### config.mk
export PLATFORM = sky130hd
export DESIGN_NAME = bcdcal_top
export DESIGN_NICKNAME = d
export VERILOG_FILES = /design/src/rtl/bcdcal_pkg.sv /design/src/rtl/cal_divider.sv /design/src/rtl/cal_running.sv /design/src/rtl/cal_user.sv /design/src/rtl/bcdcal_top.sv
export SDC_FILE = /design/constraint.sdc
export NUM_CORES = 1
export LEC_CHECK = 0
export ABC_AREA = 1
export ABC_CLOCK_PERIOD_IN_PS = 2250
export BUFFER_PORTS_ARGS = -buffer_cell sky130_fd_sc_hd__buf_2
export CORE_UTILIZATION = 57
export CTS_CLUSTER_SIZE = 16
export DETAILED_ROUTE_END_ITERATION = 6
export PLACE_DENSITY = 0.8
export SLEW_MARGIN = 20
export SYNTH_ARGS = -nofsm -noshare
export SYNTH_HDL_FRONTEND = slang
export SYNTH_SLANG_ARGS = --single-unit
### constraint.sdc
create_clock -name clk -period 2.25 [get_ports clk]
set_clock_uncertainty 0.2 [all_clocks]
set_input_delay 0.5625 -clock clk [delete_from_list [all_inputs] [get_ports clk]]
set_output_delay 0.5625 -clock clk [all_outputs]
set_load 0.005 [all_outputs]
### src/rtl/bcdcal_pkg.sv
package bcdcal_pkg;

    localparam int NUM_CLK_REGS = 8;

    typedef struct packed {
        logic [7:0] hund;
        logic [7:0] sec;
        logic [7:0] min;
        logic [7:0] hour;
        logic [7:0] dow;
        logic [7:0] date;
        logic [7:0] month;
        logic [7:0] year;
        logic       cent;
    } cal_time_t;

    typedef enum logic [2:0] {
        IDX_HUND  = 3'd0,
        IDX_SEC   = 3'd1,
        IDX_MIN   = 3'd2,
        IDX_HOUR  = 3'd3,
        IDX_DOW   = 3'd4,
        IDX_DATE  = 3'd5,
        IDX_MONTH = 3'd6,
        IDX_YEAR  = 3'd7
    } cal_idx_e;

    localparam cal_time_t CAL_RESET = '{
        hund: 8'h00, sec: 8'h00, min: 8'h00, hour: 8'h00,
        dow: 8'h01, date: 8'h01, month: 8'h01, year: 8'h00, cent: 1'b0
    };

    // Two-digit BCD increment; callers handle the wrap value themselves.
    function automatic logic [7:0] bcd_inc(input logic [7:0] v);
        if (v[3:0] >= 4'd9) return {v[7:4] + 4'd1, 4'd0};
        else                return {v[7:4], v[3:0] + 4'd1};
    endfunction

    // 10*t + o is a multiple of 4 exactly when 2*t + o is.
    function automatic logic bcd_leap(input logic [7:0] y);
        logic [4:0] s;
        s = {y[7:4], 1'b0} + {1'b0, y[3:0]};
        return (s[1:0] == 2'b00);
    endfunction

    function automatic logic [7:0] month_len(input logic [7:0] m, input logic [7:0] y);
        case (m)
            8'h02:                      return bcd_leap(y) ? 8'h29 : 8'h28;
            8'h04, 8'h06, 8'h09, 8'h11: return 8'h30;
            default:                    return 8'h31;
        endcase
    endfunction

    // Load one bus byte into the matching time field, masking unused bits.
    function automatic cal_time_t put_field(input cal_time_t t, input cal_idx_e idx,
                                            input logic [7:0] d);
        cal_time_t r;
        r = t;
        case (idx)
            IDX_HUND:  r.hund  = d;
            IDX_SEC:   r.sec   = {1'b0, d[6:0]};
            IDX_MIN:   r.min   = {1'b0, d[6:0]};
            IDX_HOUR:  begin r.hour = {2'b00, d[5:0]}; r.cent = d[6]; end
            IDX_DOW:   r.dow   = {5'b0, d[2:0]};
            IDX_DATE:  r.date  = {2'b00, d[5:0]};
            IDX_MONTH: r.month = {3'b000, d[4:0]};
            IDX_YEAR:  r.year  = d;
            default:   r = t;
        endcase
        return r;
    endfunction

endpackage

### src/rtl/cal_divider.sv
module cal_divider #(
    parameter int DIV_TICKS = 4
) (
    input  logic clk,
    input  logic rst_n,
    input  logic tick_i,
    input  logic clr_i,
    input  logic hold_i,
    output logic adv_o
);
    localparam int CW = (DIV_TICKS > 1) ? $clog2(DIV_TICKS) : 1;
    localparam logic [CW-1:0] LAST = CW'(DIV_TICKS - 1);

    typedef struct packed {
        logic [CW-1:0] cnt;
    } div_state_t;

    div_state_t st_d, st_q;

    always_comb begin
        st_d  = st_q;
        adv_o = 1'b0;
        if (clr_i || hold_i) begin
            st_d.cnt = '0;
        end else if (tick_i) begin
            if (st_q.cnt == LAST) begin
                st_d.cnt = '0;
                adv_o    = 1'b1;
            end else begin
                st_d.cnt = st_q.cnt + 1'b1;
            end
        end
    end

    always_ff @(posedge clk or negedge rst_n) begin
        if (!rst_n) st_q <= '0;
        else        st_q <= st_d;
    end

    // a clock write leaves the prescaler empty on the next cycle
    p_clear_empties_r9: assert property (@(posedge clk) disable iff (!rst_n)
        clr_i |=> (st_q.cnt == '0));

endmodule

### src/rtl/cal_running.sv
module cal_running
    import bcdcal_pkg::*;
(
    input  logic       clk,
    input  logic       rst_n,
    input  logic       adv_i,
    input  logic       wr_i,
    input  cal_idx_e   wr_idx_i,
    input  logic [7:0] wdata_i,
    output cal_time_t  run_o,
    output logic       stop_o,
    output logic       ceb_o
);
    typedef struct packed {
        cal_time_t t;
        logic      stop;
        logic      ceb;
    } run_state_t;

    run_state_t s_d, s_q;
    logic c_sec, c_min, c_hour, c_day, c_mon, c_year, c_cent;
    logic [7:0] mlen;

    always_comb begin
        s_d    = s_q;
        mlen   = month_len(s_q.t.month, s_q.t.year);
        c_sec  = 1'b0;
        c_min  = 1'b0;
        c_hour = 1'b0;
        c_day  = 1'b0;
        c_mon  = 1'b0;
        c_year = 1'b0;
        c_cent = 1'b0;
        if (wr_i) begin
            s_d.t = put_field(s_q.t, wr_idx_i, wdata_i);
            if (wr_idx_i == IDX_SEC)  s_d.stop = wdata_i[7];
            if (wr_idx_i == IDX_HOUR) s_d.ceb  = wdata_i[7];
        end else if (adv_i && !s_q.stop) begin
            c_sec  = (s_q.t.hund == 8'h99);
            c_min  = c_sec  && (s_q.t.sec   == 8'h59);
            c_hour = c_min  && (s_q.t.min   == 8'h59);
            c_day  = c_hour && (s_q.t.hour  == 8'h23);
            c_mon  = c_day  && (s_q.t.date  == mlen);
            c_year = c_mon  && (s_q.t.month == 8'h12);
            c_cent = c_year && (s_q.t.year  == 8'h99);

            s_d.t.hund = c_sec ? 8'h00 : bcd_inc(s_q.t.hund);
            if (c_sec)  s_d.t.sec  = c_min  ? 8'h00 : bcd_inc(s_q.t.sec);
            if (c_min)  s_d.t.min  = c_hour ? 8'h00 : bcd_inc(s_q.t.min);
            if (c_hour) s_d.t.hour = c_day  ? 8'h00 : bcd_inc(s_q.t.hour);
            if (c_day) begin
                s_d.t.dow  = (s_q.t.dow == 8'h07) ? 8'h01 : bcd_inc(s_q.t.dow);
                s_d.t.date = c_mon ? 8'h01 : bcd_inc(s_q.t.date);
            end
            if (c_mon)  s_d.t.month = c_year ? 8'h01 : bcd_inc(s_q.t.month);
            if (c_year) s_d.t.year  = c_cent ? 8'h00 : bcd_inc(s_q.t.year);
            if (c_cent && s_q.ceb) s_d.t.cent = ~s_q.t.cent;
        end
    end

    always_ff @(posedge clk or negedge rst_n) begin
        if (!rst_n) s_q <= '{t: CAL_RESET, stop: 1'b0, ceb: 1'b0};
        else        s_q <= s_d;
    end

    assign run_o  = s_q.t;
    assign stop_o = s_q.stop;
    assign ceb_o  = s_q.ceb;

    // with the stop bit set, only a bus write can change the running time
    p_stopped_static_r7: assert property (@(posedge clk) disable iff (!rst_n)
        (s_q.stop && !wr_i) |=> $stable(s_q.t));

    // with the century enable clear, the century bit moves only by a write
    p_century_held_r6: assert property (@(posedge clk) disable iff (!rst_n)
        (!s_q.ceb && !wr_i) |=> $stable(s_q.t.cent));

endmodule

### src/rtl/cal_user.sv
module cal_user
    import bcdcal_pkg::*;
(
    input  logic       clk,
    input  logic       rst_n,
    input  cal_time_t  run_i,
    input  logic       acc_freeze_i,
    input  logic       wr_i,
    input  cal_idx_e   wr_idx_i,
    input  logic [7:0] wdata_i,
    input  logic       halt_wr_i,
    input  logic       halt_wdata_i,
    input  logic       power_fail_i,
    output cal_time_t  usr_o,
    output logic       halt_o
);
    typedef struct packed {
        cal_time_t t;
        logic      halt;
    } usr_state_t;

    usr_state_t s_d, s_q;
    logic freeze;

    always_comb begin
        s_d    = s_q;
        freeze = acc_freeze_i || s_q.halt;
        // the power-fail set takes priority over a clearing write
        if (power_fail_i)   s_d.halt = 1'b1;
        else if (halt_wr_i) s_d.halt = halt_wdata_i;
        if (wr_i)           s_d.t = put_field(s_q.t, wr_idx_i, wdata_i);
        else if (!freeze)   s_d.t = run_i;
    end

    always_ff @(posedge clk or negedge rst_n) begin
        if (!rst_n) s_q <= '{t: CAL_RESET, halt: 1'b0};
        else        s_q <= s_d;
    end

    assign usr_o  = s_q.t;
    assign halt_o = s_q.halt;

    // an access to the clock registers freezes the visible copy
    p_access_freeze_r8: assert property (@(posedge clk) disable iff (!rst_n)
        (acc_freeze_i && !wr_i) |=> $stable(s_q.t));

    // a power-fail pulse always leaves the halt bit set
    p_halt_after_fail_r10: assert property (@(posedge clk) disable iff (!rst_n)
        power_fail_i |=> s_q.halt);

    // while halted the visible copy holds the power-down time
    p_halt_holds_copy_r10: assert property (@(posedge clk) disable iff (!rst_n)
        (s_q.halt && !wr_i) |=> $stable(s_q.t));

endmodule

### src/rtl/bcdcal_top.sv
module bcdcal_top
    import bcdcal_pkg::*;
#(
    parameter int DIV_TICKS = 4,
    parameter int ADDR_W    = 6
) (
    input  logic              clk,
    input  logic              rst_n,
    input  logic              tick_en,
    input  logic              power_fail,
    input  logic              bus_sel,
    input  logic [ADDR_W-1:0] bus_addr,
    input  logic              bus_wr,
    input  logic [7:0]        bus_wdata,
    output logic [7:0]        bus_rdata
);
    localparam logic [ADDR_W-1:0] CLK_END   = ADDR_W'(NUM_CLK_REGS);
    localparam logic [ADDR_W-1:0] HALT_ADDR = ADDR_W'(NUM_CLK_REGS);

    logic      in_clk_range, clk_wr, halt_wr, adv;
    logic      run_stop, run_ceb, usr_halt;
    cal_idx_e  wr_idx;
    cal_time_t run_t, usr_t;

    assign in_clk_range = bus_sel && (bus_addr < CLK_END);
    assign clk_wr       = in_clk_range && bus_wr;
    assign halt_wr      = bus_sel && bus_wr && (bus_addr == HALT_ADDR);
    assign wr_idx       = cal_idx_e'(bus_addr[2:0]);

    cal_divider #(.DIV_TICKS(DIV_TICKS)) u_div (
        .clk    (clk),
        .rst_n  (rst_n),
        .tick_i (tick_en),
        .clr_i  (clk_wr),
        .hold_i (run_stop),
        .adv_o  (adv)
    );

    cal_running u_run (
        .clk      (clk),
        .rst_n    (rst_n),
        .adv_i    (adv),
        .wr_i     (clk_wr),
        .wr_idx_i (wr_idx),
        .wdata_i  (bus_wdata),
        .run_o    (run_t),
        .stop_o   (run_stop),
        .ceb_o    (run_ceb)
    );

    cal_user u_usr (
        .clk          (clk),
        .rst_n        (rst_n),
        .run_i        (run_t),
        .acc_freeze_i (in_clk_range),
        .wr_i         (clk_wr),
        .wr_idx_i     (wr_idx),
        .wdata_i      (bus_wdata),
        .halt_wr_i    (halt_wr),
        .halt_wdata_i (bus_wdata[0]),
        .power_fail_i (power_fail),
        .usr_o        (usr_t),
        .halt_o       (usr_halt)
    );

    always_comb begin
        bus_rdata = 8'h00;
        if (bus_addr < CLK_END) begin
            case (wr_idx)
                IDX_HUND:  bus_rdata = usr_t.hund;
                IDX_SEC:   bus_rdata = {run_stop, usr_t.sec[6:0]};
                IDX_MIN:   bus_rdata = usr_t.min;
                IDX_HOUR:  bus_rdata = {run_ceb, usr_t.cent, usr_t.hour[5:0]};
                IDX_DOW:   bus_rdata = usr_t.dow;
                IDX_DATE:  bus_rdata = usr_t.date;
                IDX_MONTH: bus_rdata = usr_t.month;
                IDX_YEAR:  bus_rdata = usr_t.year;
                default:   bus_rdata = 8'h00;
            endcase
        end else if (bus_addr == HALT_ADDR) begin
            bus_rdata = {7'b0, usr_halt};
        end
    end

    // addresses above the halt register always read as zero
    p_unused_zero_r11: assert property (@(posedge clk) disable iff (!rst_n)
        (bus_addr > HALT_ADDR) |-> (bus_rdata == 8'h00));

endmodule

==> results.yml <==
run_status:
  outcome: "finished with violations"
  failed_checks: "design-rule violations, negative setup slack"
global_routing:
  grt_remaining_overflow: 0
  grt_max_degree: 51
  antenna_found_initial: 0
  grt_pass1_vias: 7702
  track_usage_pct: 35.9
  grt_pass1_wl_um: 39000
drt:
  wire_per_inst_um: 22.3
  vias_per_cell: 6.48
  initialDrtViolationCount: 1358
  ant_nets: 0
  routed_wl_um: 30600
  dr_total_vias: 8919
  drc: 31
  first_pass_iters: 7
worst_setup_path:
  critPathKind: "register to register"
  critPathRequiredTime_ps: 2390
  worstSetupEndpointType: "register"
  crit_arrival_ps: 2700
  cp_max_fo: 5
  worstSetupStartpointType: "register"
  r2r_cells: 14
layout:
  fillers: 645
  drive_gt1_share_pct: 33.6
  final_nets: 1251
  insertedDiodeCount: 0
  syn_to_final_growth_pct: 40.2
logic_synthesis:
  synth_edf_count: 0
  syn_area_per_cell_um2: 7.90
  yosysSeqAreaShare_pct: 42.3
  syn_inst: 991
  synthFlopType: "dfrtp_1"
  ys_async_sr_fraction_pct: 100
  synth_warnings: 0
  synth.cell_area_mm2: 0.00783
  ys_seq_elements: 132
  synth.net_count: 1053
  synthDistinctLibCells: 52
clocking:
  clk_pin_slew_ps: 60
  cts-root-buf: "clkbuf_16"
  cts_sinks: 132
  cts.path.max_buffers: 2
  ctsHtreeMaxLevel: 4
  clk_latency_ps: 430
  cts_tree: "done"
  cts_buffers: 17
floorplan:
  start_util_pct: 58.9
  fp.dieW_um: 119
  rows: 42
  ioPinCount: 28
  die_h_um: 119
  core_area_mm2: 0.0133
  dieArea_mm2: 0.0142
power:
  power_mw: 6.69
  max-vdd-ir-drop_mv: 0.566
  powerDensity_mw_per_mm2: 609
  power.leakage_nw: 5.49
placed_design:
  gp_congestion: 0.932
  hpwl_um: 17000
  portBuffers: 27
  dp_slack_ps: -460
hold_path:
  hold_depth: 3
  min_path_type: "input pin to register"
sta:
  rsz0062_at_grt: "true"
  slew_viol_final: 0
  maxSlewHeadroom_pct: 52.3
  period_minus_slack_ps: 2560
  min_period_over_period_pct: 114
  timing.setup.tns_ps: -9300
  setup_violations: 51
  max_freq_mhz: 390
  hold_viol_final: 0
  setup_ws_ps: -314
  hold_slack_ps: 185
  worst_pin_slew_ps: 710
flow_run:
  drv_cap: 0
-- cell families after synthesis --
family | count (synthesis) | share of synthesized area, %
AND/OR/NAND/NOR | 415 | 22.7
flip-flops | 132 | 42.3
XOR/XNOR | 25 | 2.80
adder cells (fa/ha/maj) | 42 | 6.71
multiplexers | 9 | 1.29
AO/OA/AOI/OAI | 210 | 16.2
buffers and inverters | 158 | 7.96
-- report_power, final --
| group | leakage (nW) | internal (mW) | switching, mW |
|---|---|---|---|
| Clock | 0.262 | 1.54 | 1.03 |
| Combinational | 3.66 | 0.511 | 0.723 |
| Sequential | 1.57 | 2.65 | 0.248 |
| Total | 5.49 | 4.69 | 2.00 |
-- sequential cells by signal, indices dropped and copies added (netlist names) --
| register | flops |
|---|---|
| u_run.run_o | 65 |
| u_usr.usr_o | 62 |
| u_div.st_q | 2 |
| u_run.ceb_o | 1 |
| u_run.stop_o | 1 |
| u_usr.halt_o | 1 |
-- final cells by class --
type | instances | area, um2 | share of cell area (%)
Sequential cell | 132 | 3310 | 30.2
Timing Repair Buffer | 205 | 1780 | 16.2
Tap cell | 176 | 220 | 2.01
Multi-Input combinational cell | 701 | 4590 | 41.8
Clock inverter | 4 | 22.5 | 0.205
Clock buffer | 26 | 509 | 4.64
Inverter | 132 | 547 | 4.98
-- metal layers --
metal,GRT usage [%],share of wire [%],routed length (um)
met1,46.3,35,10600
met2,57.7,45,13900
met3,7.14,12,3730
met4,17.0,7.7,2350
met5,0,0,0
-- layout by cell type, fill, tap and decap left out, types with 21 or more instances in the layout --
cell type,Yosys,final
a21oi_1,26,22
a31oi_1,48,45
buf_2,11,21
buf_4,1,141
buf_6,1,27
dfrtp_1,126,126
ha_1,42,36
inv_1,125,97
nand2_1,221,184
nand2_2,4,28
nand3_1,52,40
nor2_1,103,95
o21ai_0,84,57
o21ai_1,2,21
-- final timing paths --
kind                                 start         endpoint  slack, ps
max in group asynchronous            rst_n  u_run.run_o[25]        810
min                             power_fail     u_usr.halt_o        180
max reg2reg                u_run.run_o[62]  u_run.run_o[32]       -310
min in group asynchronous            rst_n   u_run.run_o[4]        400
max                        u_run.run_o[62]  u_run.run_o[32]       -310
min reg2reg                u_run.run_o[29]  u_run.run_o[29]        300
-- synth_stat cells (3+ instances only) --
cell type	number	area, um2
nor3_1	8	40.0
nand2_4	5	56.3
buf_2	11	55.1
nor2_2	5	31.3
a21oi_2	3	26.3
a22oi_1	5	37.5
nand2_2	4	25.0
nor2_4	4	45.0
mux2_2	9	101
xnor2_1	10	87.6
o31ai_1	3	22.5
o22ai_1	12	75.1
a21oi_1	26	130
clkbuf_1	12	45.0
a21boi_1	3	22.5
xor2_1	15	131
a221oi_1	7	61.3
dfrtp_1	126	3150
nand3_1	52	260
dfstp_2	6	158
ha_1	42	526
inv_2	4	15.0
nand2_1	221	830
nand4_1	8	50.1
o21ai_0	84	420
nor2_1	103	387
inv_1	125	469
a31oi_1	48	300
-- through the flow --
stage | utilization [%] | cells | instance area, um2
floorplan | - | 991 | 7840
global placement | 69.9 | 1311 | 9300
detailed placement | 69.9 | 1311 | 9300
CTS | 77.4 | 1359 | 10300
global route | 82.6 | 1376 | 11000
finish | 82.6 | 1376 | 11000
-- critical path: stages, from the launching register on --
cell and delay [ps]:
dfrtp_1 390, inv_2 80, ha_4 130, nand2_2 50, nand3b_1 270, nor2_4 200, nand3_4 120, buf_6 160
nand2_8 80, nand2_8 70, a21oi_4 180, inv_2 90, nor2_4 190, a21oi_2 80, a21oi_1 180
-- repair_timing --
| action | CTS | global route |
|---|---|---|
| endpoints found under the setup margin | 49 | 63 |
| resized for setup | 87 | 166 |
| endpoints found under the hold margin | 27 | 0 |
| cloned | 0 | 0 |
| pin swaps | 31 | 58 |
| setup buffers | 17 | 17 |
| hold buffers | 1 | 0 |
No activity file was read; power rests on OpenSTA's default activity.
